==> config.mk <==
export PLATFORM = sky130hd
export DESIGN_NAME = pwm_cmp_gen
export DESIGN_NICKNAME = d
export VERILOG_FILES = /design/src/rtl/pwm_cmp_pkg.sv /design/src/rtl/pwm_ts_shadow.sv /design/src/rtl/pwm_cmp_rule.sv /design/src/rtl/pwm_pin_drv.sv /design/src/rtl/pwm_cmp_gen.sv
export SDC_FILE = /design/constraint.sdc
export NUM_CORES = 1
export LEC_CHECK = 0
export BUFFER_PORTS_ARGS = -buffer_cell sky130_fd_sc_hd__buf_2
export CAP_MARGIN = 20
export CORE_UTILIZATION = 56
export CTS_CLUSTER_DIAMETER = 30
export DETAILED_ROUTE_END_ITERATION = 6
export GPL_TIMING_DRIVEN = 0
export HOLD_SLACK_MARGIN = 0.1
export PLACE_DENSITY = 0.77
export REMOVE_ABC_BUFFERS = 1
export SLEW_MARGIN = 10
export SYNTH_ARGS = -nofsm -noshare
export SYNTH_HDL_FRONTEND = slang
export SYNTH_SLANG_ARGS = --single-unit
==> constraint.sdc <==
create_clock -name clk -period 2.96 [get_ports clk]
set_input_delay 0.148 -clock clk [delete_from_list [all_inputs] [get_ports clk]]
set_output_delay 0.148 -clock clk [all_outputs]
set_load 0.03 [all_outputs]
==> src/rtl/pwm_cmp_pkg.sv <==
// Package: shared types for the dual-output PWM compare generator.
// Assumes nothing beyond a single clock domain.
package pwm_cmp_pkg;

    // Number of PWM pins per generator.
    localparam int NUM_PINS = 2;

    // Per-pin output stage configuration.
    typedef struct packed {
        logic ovr_en;   // force the pin
        logic ovr_lvl;  // forced level
        logic pol;      // 1 inverts compare result
    } pin_cfg_t;

endpackage

==> src/rtl/pwm_ts_shadow.sv <==
// Module: shadowed compare timestamp.
// Holds a software-written shadow value and a working value. The working
// value is refreshed from the shadow at every timebase zero point.
// Assumes tb_zero is a single-clock pulse from the timebase.
module pwm_ts_shadow #(
    parameter int CNT_W = 16
) (
    input  logic             clk,
    input  logic             rst_n,
    input  logic             wr,
    input  logic [CNT_W-1:0] wval,
    input  logic             zero,
    output logic [CNT_W-1:0] eff_ts
);
    logic [CNT_W-1:0] shd_q;
    logic [CNT_W-1:0] act_q;

    // Shadow register: captures software writes.
    always_ff @(posedge clk) begin
        if (!rst_n)  shd_q <= '0;
        else if (wr) shd_q <= wval;
    end

    // Working register: loads the shadow at the zero point.
    always_ff @(posedge clk) begin
        if (!rst_n)    act_q <= '0;
        else if (zero) act_q <= shd_q;
    end

    // Timestamp in force this clock: the zero tick already uses the new value.
    always_comb eff_ts = zero ? shd_q : act_q;

endmodule

==> src/rtl/pwm_cmp_rule.sv <==
// Module: compare rule producing the raw active level of one pin.
// Edge rule (sym=0): active while count < timestamp.
// Center rule (sym=1): active while timestamp != 0 and count >= timestamp.
// Purely combinational; assumes count and timestamp share a width.
module pwm_cmp_rule #(
    parameter int CNT_W = 16
) (
    input  logic [CNT_W-1:0] cnt,
    input  logic [CNT_W-1:0] ts,
    input  logic             sym,
    output logic             active
);
    logic ts_nz;

    // Select the rule for the current counting scheme.
    always_comb begin
        ts_nz = |ts;
        if (sym) active = ts_nz && (cnt >= ts);
        else     active = (cnt < ts);
    end

endmodule

==> src/rtl/pwm_pin_drv.sv <==
// Module: output stage of one pin. Applies polarity, then the override,
// and registers the result. Assumes the override is meant to act on the
// next clock whatever the timebase phase.
module pwm_pin_drv
    import pwm_cmp_pkg::*;
(
    input  logic     clk,
    input  logic     rst_n,
    input  logic     active,
    input  pin_cfg_t cfg,
    output logic     pin
);
    logic pin_d;

    // Choose forced level or polarity-adjusted compare result.
    always_comb pin_d = cfg.ovr_en ? cfg.ovr_lvl : (active ^ cfg.pol);

    // Output register: glitch-free pin.
    always_ff @(posedge clk) begin
        if (!rst_n) pin <= 1'b0;
        else        pin <= pin_d;
    end

endmodule

==> src/rtl/pwm_cmp_gen.sv <==
// Module: dual-output PWM compare generator (top).
// Consumes the count and zero pulse of an external timebase and drives two
// independent PWM pins, each with a shadowed timestamp, polarity and
// software override. Assumes tb_zero is high exactly in the clock where
// the timebase count is at its zero point.
module pwm_cmp_gen
    import pwm_cmp_pkg::*;
#(
    parameter int CNT_W = 16
) (
    input  logic             clk,
    input  logic             rst_n,
    input  logic [CNT_W-1:0] tb_cnt,
    input  logic             tb_zero,
    input  logic             sym_en,
    input  logic             shd_wr_a,
    input  logic [CNT_W-1:0] shd_val_a,
    input  logic             pol_a,
    input  logic             ovr_en_a,
    input  logic             ovr_lvl_a,
    input  logic             shd_wr_b,
    input  logic [CNT_W-1:0] shd_val_b,
    input  logic             pol_b,
    input  logic             ovr_en_b,
    input  logic             ovr_lvl_b,
    output logic             pwm_a,
    output logic             pwm_b
);
    logic [NUM_PINS-1:0]            wr_v;
    logic [NUM_PINS-1:0][CNT_W-1:0] wval_v;
    logic [NUM_PINS-1:0][CNT_W-1:0] ts_v;
    logic [NUM_PINS-1:0]            act_v;
    logic [NUM_PINS-1:0]            pin_v;
    pin_cfg_t [NUM_PINS-1:0]        cfg_v;

    // Gather per-pin controls into vectors, A at index 0.
    always_comb begin
        wr_v   = {shd_wr_b, shd_wr_a};
        wval_v = {shd_val_b, shd_val_a};
        cfg_v[0] = '{ovr_en: ovr_en_a, ovr_lvl: ovr_lvl_a, pol: pol_a};
        cfg_v[1] = '{ovr_en: ovr_en_b, ovr_lvl: ovr_lvl_b, pol: pol_b};
    end

    for (genvar g = 0; g < NUM_PINS; g++) begin : g_pin
        pwm_ts_shadow #(.CNT_W(CNT_W)) u_shadow (
            .clk   (clk),
            .rst_n (rst_n),
            .wr    (wr_v[g]),
            .wval  (wval_v[g]),
            .zero  (tb_zero),
            .eff_ts(ts_v[g])
        );

        pwm_cmp_rule #(.CNT_W(CNT_W)) u_rule (
            .cnt   (tb_cnt),
            .ts    (ts_v[g]),
            .sym   (sym_en),
            .active(act_v[g])
        );

        pwm_pin_drv u_drv (
            .clk   (clk),
            .rst_n (rst_n),
            .active(act_v[g]),
            .cfg   (cfg_v[g]),
            .pin   (pin_v[g])
        );
    end

    // Map pin vector onto named outputs.
    always_comb begin
        pwm_a = pin_v[0];
        pwm_b = pin_v[1];
    end

endmodule

## Word level (Yosys, flattened, before mapping)

Cells that the tools add are included.

- Bits in registers: 66
- Bits of input ports: 60
- Output and inout port bits: 2
- Word-level logic and storage cells: 22

- $lt $le $gt $ge: 4
- Mux-type cells: 6
- Bitwise gates (word level): 2
- Reductions and logical operators: 4

Operators by type and width:

| operator | count |
|---|---|
| greater-or-equal comparator 16 bit | 2 |
| < comparator 16 bit | 2 |
| 2-to-1 mux 16 bit | 2 |
| OR reduction 16 bit | 2 |
| 2-to-1 mux 1 bit | 4 |
| logical AND 1 bit | 2 |
| bitwise XOR 1 bit | 2 |

## Depth between registers and ports, before layout

Gate-level depths: netlist (run 1).

- Word-level depth: 6
- Mapped depth: 10
- Mapped depth without buffers: 8

## Modules after synthesis

A second synthesis (run 1) with hierarchy kept.

- Cells, all modules: 342
- Area, all modules: 3,568.4 µm²

Modules (own cells, without submodules):

| module | instances | cells each | area an instance (µm²) | sequential area each (µm²) |
|---|---|---|---|---|
| pwm_ts_shadow | 2 | 103 | 1,278.7 | 640.6 |
| pwm_cmp_rule | 2 | 64 | 460.4 | 0.0 |
| pwm_pin_drv | 2 | 4 | 45.0 | 20.0 |

## Worst setup path before layout (run 1)

Ideal clock, no wire load.

- Path type: input -> register
- Start: input tb_zero
- End: register g_pin[1].u_drv.pin
- Library setup time: 62 ps
- Arrival: 2,283 ps
- Data required time: 2,898 ps
- Setup slack: 615 ps
- Cell stages on the path: 10
- Path buffers: 2
- Path through: buf_2 > buf_2 > mux2i_1 > ha_1 > nor2b_4 > o211ai_2 > a211oi_4 > or4_1 > a22oi_1 > nand3b_1

- Cells in the longest elaborated chain, start to end: 6
- Elaborated cells between the ends (all ways): 8
- Those cells by class: order compare: 2; mux: 3; bitwise: 1; reduce/logical: 2

Ends and longest elaborated chain:

| what | line | RTL |
|---|---|---|
| from (decl) | pwm_cmp_gen.sv:14 | `input logic tb_zero,` |
| 2-to-1 mux 16 bit (*) | pwm_ts_shadow.sv:31 | `always_comb eff_ts = zero ? shd_q : act_q;` |
| greater-or-equal comparator 16 bit or OR reduction 16 bit (tied branches) | pwm_cmp_rule.sv:18, pwm_cmp_rule.sv:17 |  |
| logical AND 1 bit | pwm_cmp_rule.sv:18 | `if (sym) active = ts_nz && (cnt >= ts);` |
| 2-to-1 mux 1 bit (*) | pwm_cmp_rule.sv:18 |  |
| bitwise XOR 1 bit (*) | pwm_pin_drv.sv:16 | `always_comb pin_d = cfg.ovr_en ? cfg.ovr_lvl : (active ^ cfg.pol);` |
| 2-to-1 mux 1 bit (*) | pwm_pin_drv.sv:16 |  |
| to (signal assigned) | pwm_pin_drv.sv:21 | `else pin <= pin_d;` |
| to (decl) | pwm_pin_drv.sv:11 | `output logic pin` |

Every way passes the cells marked *; elsewhere a longest branch is shown, timed or not.
A chain may end at the register's enable or synchronous reset.

## Worst setup path in the final report (run 1)

- Start: input tb_zero
- End: register g_pin[0].u_drv.pin

- Cells in the longest elaborated chain, start to end: 6
- Elaborated cells between the ends (all ways): 8
- Those cells by class: order compare: 2; mux: 3; bitwise: 1; reduce/logical: 2

Ends and longest elaborated chain:

| what | line |
|---|---|
| 2-to-1 mux 16 bit (*) | pwm_ts_shadow.sv:31 |
| greater-or-equal comparator 16 bit or OR reduction 16 bit (tied branches) | pwm_cmp_rule.sv:18, pwm_cmp_rule.sv:17 |
| logical AND 1 bit | pwm_cmp_rule.sv:18 |
| 2-to-1 mux 1 bit (*) | pwm_cmp_rule.sv:18 |
| bitwise XOR 1 bit (*) | pwm_pin_drv.sv:16 |
| 2-to-1 mux 1 bit (*) | pwm_pin_drv.sv:16 |
| to (signal assigned) | pwm_pin_drv.sv:21 |
| to (decl) | pwm_pin_drv.sv:11 |

Marked as above.

==> results of run 1 <==
## what timing repair did
action                                  CTS  global route
hold buffers                             34             0
endpoints found under the setup margin    0             1
buffers inserted                          0             0
endpoints found under the hold margin    33             0
resized for setup                         0             1
## metrics by stage
stage	utilization, %	setup slack [ns]	hold WS, ns	instance area, um2
3_5_place_dp	64.01	-0.1776	0.3972	3790
2_1_floorplan	-	0.9849	0.2697	3391
4_1_cts	72.63	0.1948	0.1093	4300
5_1_grt	72.68	0.2399	0.1499	4303
3_3_place_gp	64.01	-0.1120	0.3945	3790
6_report	72.68	0.5083	0.1180	4303
## flip-flops by register name, summed over array words and instances (netlist names)
name	count
g_pin.u_drv.pin	2
g_pin.u_shadow.act_q	32
g_pin.u_shadow.shd_q	32
## cell families after synthesis
kind of cell / share of synthesized area, %
flip-flops: 38.22
multiplexers: 18.89
AND/OR/NAND/NOR: 21.10
buffers and inverters: 2.352
adder cells (fa/ha/maj): 11.58
AO/OA/AOI/OAI: 7.854
## worst max-delay path: stages
cell	delay, ns
clkbuf_4	0.51
mux2i_1	0.23
ha_1	0.36
nand4_1	0.17
nor4_1	0.41
o2111ai_1	0.22
a311oi_2	0.28
mux2i_1	0.23
o211ai_1	0.10
## synth_stat cells, types with 6 or more instances
cell	n
nand4_1	9
dfxtp_1	66
mux2i_1	63
nor4_1	8
nor3_1	6
nor2_1	7
ha_1	32
nor2b_1	63
a21oi_1	16
nand2_1	11
clkbuf_1	9
## layout by cell type (no fill, tap or decap), types with 2 or more instances in the layout
cell / n
nand4_1: 9
nor3_1: 6
o21ai_0: 5
nor2b_1: 63
nand3b_1: 2
nor2_1: 7
and2_1: 3
nand3_1: 4
a21oi_1: 16
mux2i_1: 63
nand2_1: 11
buf_2: 60
nor4_1: 8
o21a_1: 2
mux2_2: 2
clkbuf_8: 11
dfxtp_1: 66
ha_1: 32
a22oi_1: 2
inv_1: 4
clkinv_2: 3
dlygate4sd3_1: 34
a31oi_1: 2
## metal layers
metal  share of wire, %  wire [um]  GRT usage [%]  up-vias
li1                   -          -              -     1409
met3                3.2        233          4.545       14
met1                 45       3336          28.07     1214
met2                 49       3630          43.90       54
met5                  0          0              0        -
met4                1.9        137          10.71        0
## power by group
part	internal, mW	switching (mW)
combinational	0.190	0.178
clock	0.341	0.320
sequential	0.933	0.0272
total	1.46	0.525
## final cells by class
| cell class | count | area, um2 | share of cell area (%) |
|---|---|---|---|
| Clock buffer | 12 | 155.1 | 3.606 |
| Clock inverter | 3 | 15.01 | 0.3489 |
| Inverter | 4 | 15.01 | 0.3489 |
| Multi-Input combinational cell | 257 | 2054 | 47.75 |
| Sequential cell | 66 | 1321 | 30.71 |
| Tap cell | 75 | 93.84 | 2.181 |
| Timing Repair Buffer | 95 | 648.1 | 15.06 |
## path summary, 6_finish.rpt
path | startpoint | slack [ns] | to | cells past startpoint
max | tb_zero | 0.51 | g_pin[0].u_drv.pin | 9
min | pol_a | 0.12 | g_pin[0].u_drv.pin | 4
max reg2reg | g_pin[0].u_shadow.shd_q[15] | 0.57 | g_pin[0].u_drv.pin | 8
min reg2reg | g_pin[0].u_shadow.shd_q[3] | 0.53 | g_pin[0].u_shadow.shd_q[3] | 2
==> impl_metrics.tcl, run 1 <==
set metrics [dict create \
    die-height_um 80.57 \
    grt_max_degree 71 \
    syn_area_per_cell_um2 10.11 \
    num_io_pins 62 \
    dp.cells 463 \
    drc 0 \
    vdd.ir_drop.worst_mv 0.2810 \
    synth_edf_count 0 \
    fmax_ghz 0.4079 \
    status "completed" \
    cts_tree "built" \
    slew-limit-headroom_pct 38.61 \
    synth_flop_cell "dfxtp_1" \
    grt_pass1_wl_um 11940 \
    ant_nets 0 \
    finalSetupTns_ns 0 \
    layout-drive-gt1-share_pct 19.22 \
    critPathLaunchType "input port" \
    firstDrtPassIters 4 \
    critPathKind "in -> reg" \
    fill_cells 439 \
    numPortBuffers 61 \
    cts_buffers 9 \
    cts.clk_slew.worst_paths_ns 0.07 \
    gp_congestion 0.8619 \
    synth_top_area_share_pct 38.22 \
    finalNonFillerCells 512 \
    seq_area_frac_synth_pct 38.22 \
    fin_nets 525 \
    syn_area_um2 3457 \
    worst_slew_pin_slew_ns 0.9209 \
    coreArea_um2 5921 \
    setup_viol 0 \
    die_area_um2 6492 \
    grt_setup_unrepaired "false" \
    yosysWarnings 0 \
    die_x_um 80.57 \
    critPathMaxFanout 38 \
    synthArstFlopShare_pct 0 \
    overflow 0 \
    place_hpwl_um 5258 \
    fin_worst_skew_ns 0.004801 \
    syn_inst 342 \
    wl_per_cell_um 14.33 \
    start_util_pct 58.39 \
    fin_crit_ns 2.452 \
    rows 28 \
    antenna_found_initial 0 \
    root_buffer "clkbuf_8" \
    totalWireLength_um 7337 \
    arrival_ns 2.68 \
    endpoint_kind "flip-flop" \
    max_cap_viol_count 0 \
    clk_path_buf_depth 2 \
    synth_cell_types 42 \
    clock_latency_ns 0.34 \
    track_usage_pct 24.51 \
    period_share_pct 82.83 \
    vias 2691 \
    cts.sinks 66 \
    final-max-slew-violation-count 0 \
    cts_max_level 3 \
    grt_pass1_vias 2610 \
    drtIter0Drc 81 \
    critPathRequiredTime_ns 3.19 \
    netlist_top_cells_area "dfxtp_1 (38%), mux2i_1 (18%), ha_1 (12%), nor2b_1 (11%), a21oi_1 (2.3%)" \
    power.density_nw_per_um2 462.2 \
    ys_ff_latch 66 \
    power_mw 1.989 \
    yosysTopAreaCell "dfxtp_1" \
    hold_path_class "in -> reg" \
    syn_to_final_growth_pct 24.47 \
    viasPerCell 5.256 \
    n_antenna_cell 0 \
    hold_viol_final 0 \
    p_leak_nw 1.928 \
]
(Power assumes the default switching activity.)
==> run 2, diff against run 1 <==
--- a/config.mk
+++ b/config.mk
@@ -5,6 +5,7 @@
 export SDC_FILE = /design/constraint.sdc
 export NUM_CORES = 1
 export LEC_CHECK = 0
+export ABC_AREA = 1
 export BUFFER_PORTS_ARGS = -buffer_cell sky130_fd_sc_hd__buf_2
 export CAP_MARGIN = 20
 export CORE_UTILIZATION = 56
==> constraint.sdc (replaced) <==
create_clock -name clk -period 2.55 [get_ports clk]
set_input_delay 0.1275 -clock clk [delete_from_list [all_inputs] [get_ports clk]]
set_output_delay 0.1275 -clock clk [all_outputs]
set_load 0.03 [all_outputs]
==> run 2 against run 1 <==
Net effect: via count increased by 18%; sequential power increased by 17%; critical path depth increased by 5; cell count increased by 30%; clock skew increased by 0.00069 ns; sequential cell count unchanged; clock power increased by 13%; worst hold slack improved by 0.014 ns; critical path type unchanged; largest power group unchanged.
==> impl_metrics.tcl, run 2 <==
set metrics [dict create \
    status "completed" \
    totalWireLength_um 7263 \
    critPathLaunchType "input port" \
    hold_path_class "in -> reg" \
    die-height_um 79.99 \
    wl_per_cell_um 10.87 \
    synth_cell_types 19 \
    grt_pass1_wl_um 12360 \
    synth_flop_cell "dfxtp_1" \
    fin_worst_skew_ns 0.005494 \
    yosysWarnings 0 \
    cts_max_level 3 \
    synthArstFlopShare_pct 0 \
    root_buffer "clkbuf_8" \
    hold_viol_final 0 \
    overflow 0 \
    seq_area_frac_synth_pct 38.80 \
    cts.sinks 66 \
    finalNonFillerCells 668 \
    antenna_found_initial 0 \
    grt_pass1_vias 3044 \
    r2r_slack_ns 0.61 \
    power.density_nw_per_um2 560.5 \
    syn_area_um2 3406 \
    area.sequential_um2 1321 \
    cts_buffers 9 \
    pre_cts_ws_ns -0.08992 \
    whs_ns 0.1323 \
    die_area_um2 6398 \
    track_usage_pct 25.07 \
    synth_top_area_share_pct 38.80 \
    fill_cells 523 \
    p_leak_nw 2.199 \
    drc 0 \
    start_util_pct 57.87 \
    numPortBuffers 61 \
    n_antenna_cell 0 \
    arrival_ns 2.28 \
    fin_ws_ns 0.5006 \
    place_hpwl_um 5084 \
    fin_nets 680 \
    slew-limit-headroom_pct 36.02 \
    gp_congestion 0.8858 \
    final-max-slew-violation-count 0 \
    clock_latency_ns 0.33 \
    viasPerCell 4.771 \
    multi_input_area_um2 1682 \
    die_x_um 79.99 \
    syn_to_final_growth_pct 23.70 \
    vias 3187 \
    ant_nets 0 \
    cts.clk_slew.worst_paths_ns 0.07 \
    fmax_ghz 0.4880 \
    stdcell_area_um2 4213 \
    reg.largest.list "g_pin.u_shadow.act_q: 32 flops, g_pin.u_shadow.shd_q: 32 flops, g_pin.u_drv.pin: 2 flops" \
    critPathKind "in -> reg" \
    synthTopCellsByCount "nand2_1 (140), inv_1 (79), dfxtp_1 (66)" \
    num_io_pins 62 \
    final_cell_mix "nand2_1 (140), inv_1 (79), dfxtp_1 (66), buf_2 (60), nor2_1 (58)" \
    syn_inst 500 \
    fin_crit_ns 2.049 \
    cts_tree "built" \
    grt_max_degree 40 \
    synth_edf_count 0 \
    dp.cells 618 \
    drtIter0Drc 140 \
    yosysTopAreaCell "dfxtp_1" \
    syn_area_per_cell_um2 6.812 \
    vdd.ir_drop.worst_mv 0.3325 \
    worst_slew_pin_slew_ns 0.9538 \
    critPathRequiredTime_ns 2.79 \
    setup_viol 0 \
    grt_setup_unrepaired "false" \
    coreArea_um2 5886 \
    power_mw 2.361 \
    critPathMaxFanout 39 \
    netlist_top_cells_area "dfxtp_1 (39%), nand2_1 (15%), ha_1 (12%), inv_1 (8.7%), a21oi_1 (6.5%)" \
    post_cts_buffers 0 \
    endpoint_kind "flip-flop" \
    final_common_cell "nand2_1" \
    ys_ff_latch 66 \
    rows 28 \
    final_util_pct 71.58 \
    clk_path_buf_depth 2 \
    finalSetupTns_ns 0 \
    place_area_um2 3706 \
    firstDrtPassIters 4 \
    synth.most_common_cell "nand2_1" \
    layout-drive-gt1-share_pct 13.15 \
    max_cap_viol_count 0 \
    period_share_pct 80.37 \
]
==> run 2: cell types whose count changed after synthesis, sizes merged, moves of 28 or more <==
| cell | delta |
|---|---|
| nor2 | +51 |
| nor2b | -64 |
| a21oi | +28 |
| nand2 | +132 |
| inv | +76 |
| mux2i | -63 |
| o21ai | +34 |
==> run 2: kinds of logic (layout without fill, tap and decap cells) <==
| family | count (synthesis) | in the layout | synth area share (%) |
|---|---|---|---|
| AND/OR/NAND/NOR | 217 | 217 | 24.83 |
| flip-flops | 66 | 66 | 38.80 |
| adder cells (fa/ha/maj) | 32 | 32 | 11.76 |
| AO/OA/AOI/OAI | 86 | 86 | 12.78 |
| buffers and inverters | 99 | 192 | 11.83 |
==> run 2: critical path, stage by stage <==
cell and delay (ns):
clkbuf_4 0.38, inv_2 0.31, nand2_1 0.13, nand2_1 0.09
ha_1 0.33, nand4_1 0.15, nor3_1 0.23, nand3_1 0.10
nand3_1 0.09, nand2_1 0.07, nand3_1 0.07, nand3_1 0.07
nand2_1 0.07, inv_1 0.05
==> run 2: what timing repair did <==
action                                 4_1_cts  5_1_grt
hold buffers                                34        0
gates resized for setup                      0        1
setup endpoints to repair                    0        2
endpoints found under the hold margin       33        0
==> run 2: path summary, 6_finish.rpt <==
kind	cells after the start	from	endpoint
hold / removal	5	ovr_en_b	g_pin[1].u_drv.pin
setup / recovery	14	tb_zero	g_pin[1].u_drv.pin
setup reg to reg	14	g_pin[0].u_shadow.shd_q[15]	g_pin[0].u_drv.pin
hold reg to reg	2	g_pin[1].u_shadow.shd_q[0]	g_pin[1].u_shadow.shd_q[0]
==> run 2: layer usage <==
layer  share of wire [%]  up-vias  global-route usage (%)
li1                    -     1727                       -
met1                  48     1385                   27.81
met2                  47       66                   45.21
met3                 3.7        9                   6.857
met4                 1.3        0                   9.464
met5                   0        -                       0
==> run 2: area by class of cell <==
class                           count  share of cell area [%]
Inverter                           81                   7.217
Timing Repair Buffer               95                   15.38
Multi-Input combinational cell    335                   39.92
Clock buffer                       13                   3.534
Clock inverter                      3                  0.3564
Sequential cell                    66                   31.36
Tap cell                           75                   2.228
==> run 2: power by group <==
group | internal [mW] | leakage [nW] | switching [mW]
Clock | 0.376 | 0.0872 | 0.372
Sequential | 1.10 | 0.548 | 0.0171
Combinational | 0.208 | 1.56 | 0.286
==> run 3, diff against run 2 <==
--- a/config.mk
+++ b/config.mk
@@ -5,15 +5,15 @@
 export SDC_FILE = /design/constraint.sdc
 export NUM_CORES = 1
 export LEC_CHECK = 0
-export ABC_AREA = 1
+export ABC_AREA = 0
 export BUFFER_PORTS_ARGS = -buffer_cell sky130_fd_sc_hd__buf_2
 export CAP_MARGIN = 20
-export CORE_UTILIZATION = 56
+export CORE_UTILIZATION = 50
 export CTS_CLUSTER_DIAMETER = 30
 export DETAILED_ROUTE_END_ITERATION = 6
 export GPL_TIMING_DRIVEN = 0
 export HOLD_SLACK_MARGIN = 0.1
-export PLACE_DENSITY = 0.77
+export PLACE_DENSITY = 0.73
 export REMOVE_ABC_BUFFERS = 1
 export SLEW_MARGIN = 10
 export SYNTH_ARGS = -nofsm -noshare
==> constraint.sdc (replaced) <==
create_clock -name clk -period 1.7 [get_ports clk]
set_input_delay 0.085 -clock clk [delete_from_list [all_inputs] [get_ports clk]]
set_output_delay 0.085 -clock clk [all_outputs]
set_load 0.03 [all_outputs]
==> run 3 against run 2 <==
Net effect: critical path type is now reg -> reg; critical path depth shrank 3; design area grew 6.3%; clock skew is essentially flat; power grew 49%; highest routed layer unchanged; the run now ends with setup timing left; combinational power grew 40%; via count shrank 13%.
==> impl_metrics.tcl, run 3 (synthesis results as in run 1) <==
set metrics [dict create \
    rows 29 \
    firstDrtPassIters 4 \
    critical_path.top_delay_family "simple AND/OR/NAND/NOR gates" \
    wl_per_cell_um 14.50 \
    fin_crit_ns 2.252 \
    setup_viol 2 \
    power.density_nw_per_um2 783.2 \
    grt_setup_unrepaired "true" \
    reg.largest.list "g_pin.u_shadow.act_q: 32 flops, g_pin.u_shadow.shd_q: 32 flops, g_pin.u_drv.pin: 2 flops" \
    critPathRequiredTime_ns 1.94 \
    start_util_pct 53.23 \
    r2r_slack_ns -0.55 \
    critPathMaxFanout 2 \
    track_usage_pct 22.75 \
    coreArea_um2 6495 \
    cts_buffers 9 \
    worstHoldStart "ovr_en_b" \
    die-height_um 85.15 \
    clkPwrFrac_pct 32.6 \
    hold_viol_final 0 \
    root_buffer "clkbuf_8" \
    r2r_start "g_pin[0].u_shadow.shd_q[11]" \
    fin_nets 540 \
    drtIter0Drc 78 \
    grt_pass1_vias 2757 \
    clk_path_buf_depth 2 \
    fmax_ghz 0.4440 \
    cp_num_buf_inv 3 \
    grt_max_degree 71 \
    numPortBuffers 61 \
    cts_max_level 3 \
    arrival_ns 2.49 \
    die_x_um 85.15 \
    n_antenna_cell 0 \
    routed.top_layer "met4" \
    failed_checks "setup timing" \
    vias 2773 \
    cts.clk_slew.worst_paths_ns 0.07 \
    reg2reg_to "g_pin[0].u_drv.pin" \
    period_share_pct 132.5 \
    hold_end "g_pin[1].u_drv.pin" \
    stdcell_area_um2 4479 \
    cp_cell_sequence "mux2i_2, ha_1, nand4_1, nor4_2, buf_4, buf_4, buf_4, o21ai_0, a31oi_1, mux2i_1, o211ai_1" \
    totalWireLength_um 7668 \
    num_io_pins 62 \
    place_area_um2 3792 \
    ant_nets 0 \
    syn_to_final_growth_pct 29.57 \
    r2r_cells 11 \
    critPathLaunchType "flip-flop" \
    status "complete, but fails checks" \
    fill_cells 535 \
    worst_path_max_delay_cell "nor4_2" \
    viasPerCell 5.242 \
    wl_met2_um 3677 \
    antenna_found_initial 0 \
    hold_path_class "in -> reg" \
    fin_ws_ns -0.5523 \
    intPower_mw 2.583 \
    place_hpwl_um 5261 \
    gp_congestion 0.7684 \
    cts_tree "built" \
    comb_power_share_pct 19.8 \
    power.switching_mw 0.9250 \
    holdPathStages 4 \
    cts.sinks 66 \
    route.met3.wl_um 256 \
    dp.cells 465 \
    finalNonFillerCells 529 \
    endpoint_kind "flip-flop" \
    whs_ns 0.1237 \
    clock_latency_ns 0.34 \
    final_common_cell "nor2b_1" \
    overflow 0 \
    m1WireLength_um 3591 \
    seq_power_share_pct 47.7 \
    p_leak_nw 1.997 \
    final_cell_mix "nor2b_1 (63), buf_2 (60), mux2i_1 (57), dfxtp_1 (55), dlygate4sd3_1 (35)" \
    critPathKind "reg -> reg" \
    fin_worst_skew_ns 0.005849 \
    drc 0 \
    worst_slew_pin_slew_ns 0.9484 \
    crit_path_frequent_cell "buf_4" \
    die_area_um2 7251 \
    critPathMaxStageDelay_ns 0.38 \
    max_cap_viol_count 0 \
    layout-drive-gt1-share_pct 26.11 \
    slew-limit-headroom_pct 36.77 \
    vdd.ir_drop.worst_mv 0.5641 \
    grt_pass1_wl_um 12740 \
    final-max-slew-violation-count 0 \
    swShare_pct 26.37 \
]
## run 3: worst register-to-register path, cell delays in order (launching register included)
cell,delay [ns]
dfxtp_2,0.34
mux2i_2,0.08
ha_1,0.32
nand4_1,0.17
nor4_2,0.38
buf_4,0.17
buf_4,0.09
buf_4,0.09
o21ai_0,0.12
a31oi_1,0.19
mux2i_1,0.09
o211ai_1,0.13
## run 3: layer usage
layer / vias to the layer above / global-route usage [%]
li1: 1443 / -
met1: 1264 / 28.79
met2: 55 / 37.83
met3: 11 / 4.767
met4: 0 / 9.245
met5: - / 0
## run 3: cell type report
type / count / area [um2] / area share, %
clock inverters: 3 / 15.01 / 0.3352
flip-flops and latches: 66 / 1338 / 29.86
multi-input cells: 257 / 2093 / 46.73
inverters: 4 / 15.01 / 0.3352
well taps: 77 / 96.34 / 2.151
clock buffers: 12 / 155.1 / 3.464
repair buffers: 110 / 767.0 / 17.12
## run 3: what timing repair did
action	CTS	global route
buffers inserted	11	3
resized for setup	22	1
pin swaps	13	9
endpoints found under the hold margin	34	0
hold buffers	35	0
setup endpoints to repair	2	2
## run 3: power groups by stage
stage               registers (mW)  logic (mW)  clock network [mW]
detailed placement            1.70       0.586                   0
finish                        1.67       0.693                1.14
floorplan                     1.70       0.359                   0
global placement              1.70       0.560                   0
CTS                           1.67       0.681                1.18
global route                  1.68       0.774                1.25
## run 3: worst max-delay path by stage
stage / from / end / slack, ns / cells after the start
3_3_place_gp: tb_zero / g_pin[0].u_drv.pin / -1.30 / 9
4_1_cts: g_pin[0].u_shadow.shd_q[11] / g_pin[0].u_drv.pin / -0.48 / 8
2_1_floorplan: g_pin[0].u_shadow.shd_q[15] / g_pin[0].u_drv.pin / -0.28 / 8
5_1_grt: g_pin[0].u_shadow.shd_q[11] / g_pin[0].u_drv.pin / -0.66 / 8
6_report: g_pin[0].u_shadow.shd_q[11] / g_pin[0].u_drv.pin / -0.55 / 11
3_5_place_dp: tb_zero / g_pin[0].u_drv.pin / -1.39 / 9
## run 3: stage by stage
step	setup TNS (ns)	util [%]	setup slack, ns	power, mW
finish	-1.025	68.97	-0.5523	3.508
global route	-1.281	68.97	-0.6600	3.707
CTS	-0.9479	68.58	-0.4798	3.532
detailed placement	-2.602	58.39	-1.388	2.289
global placement	-2.429	58.39	-1.303	2.261
floorplan	-0.5403	-	-0.2751	2.059
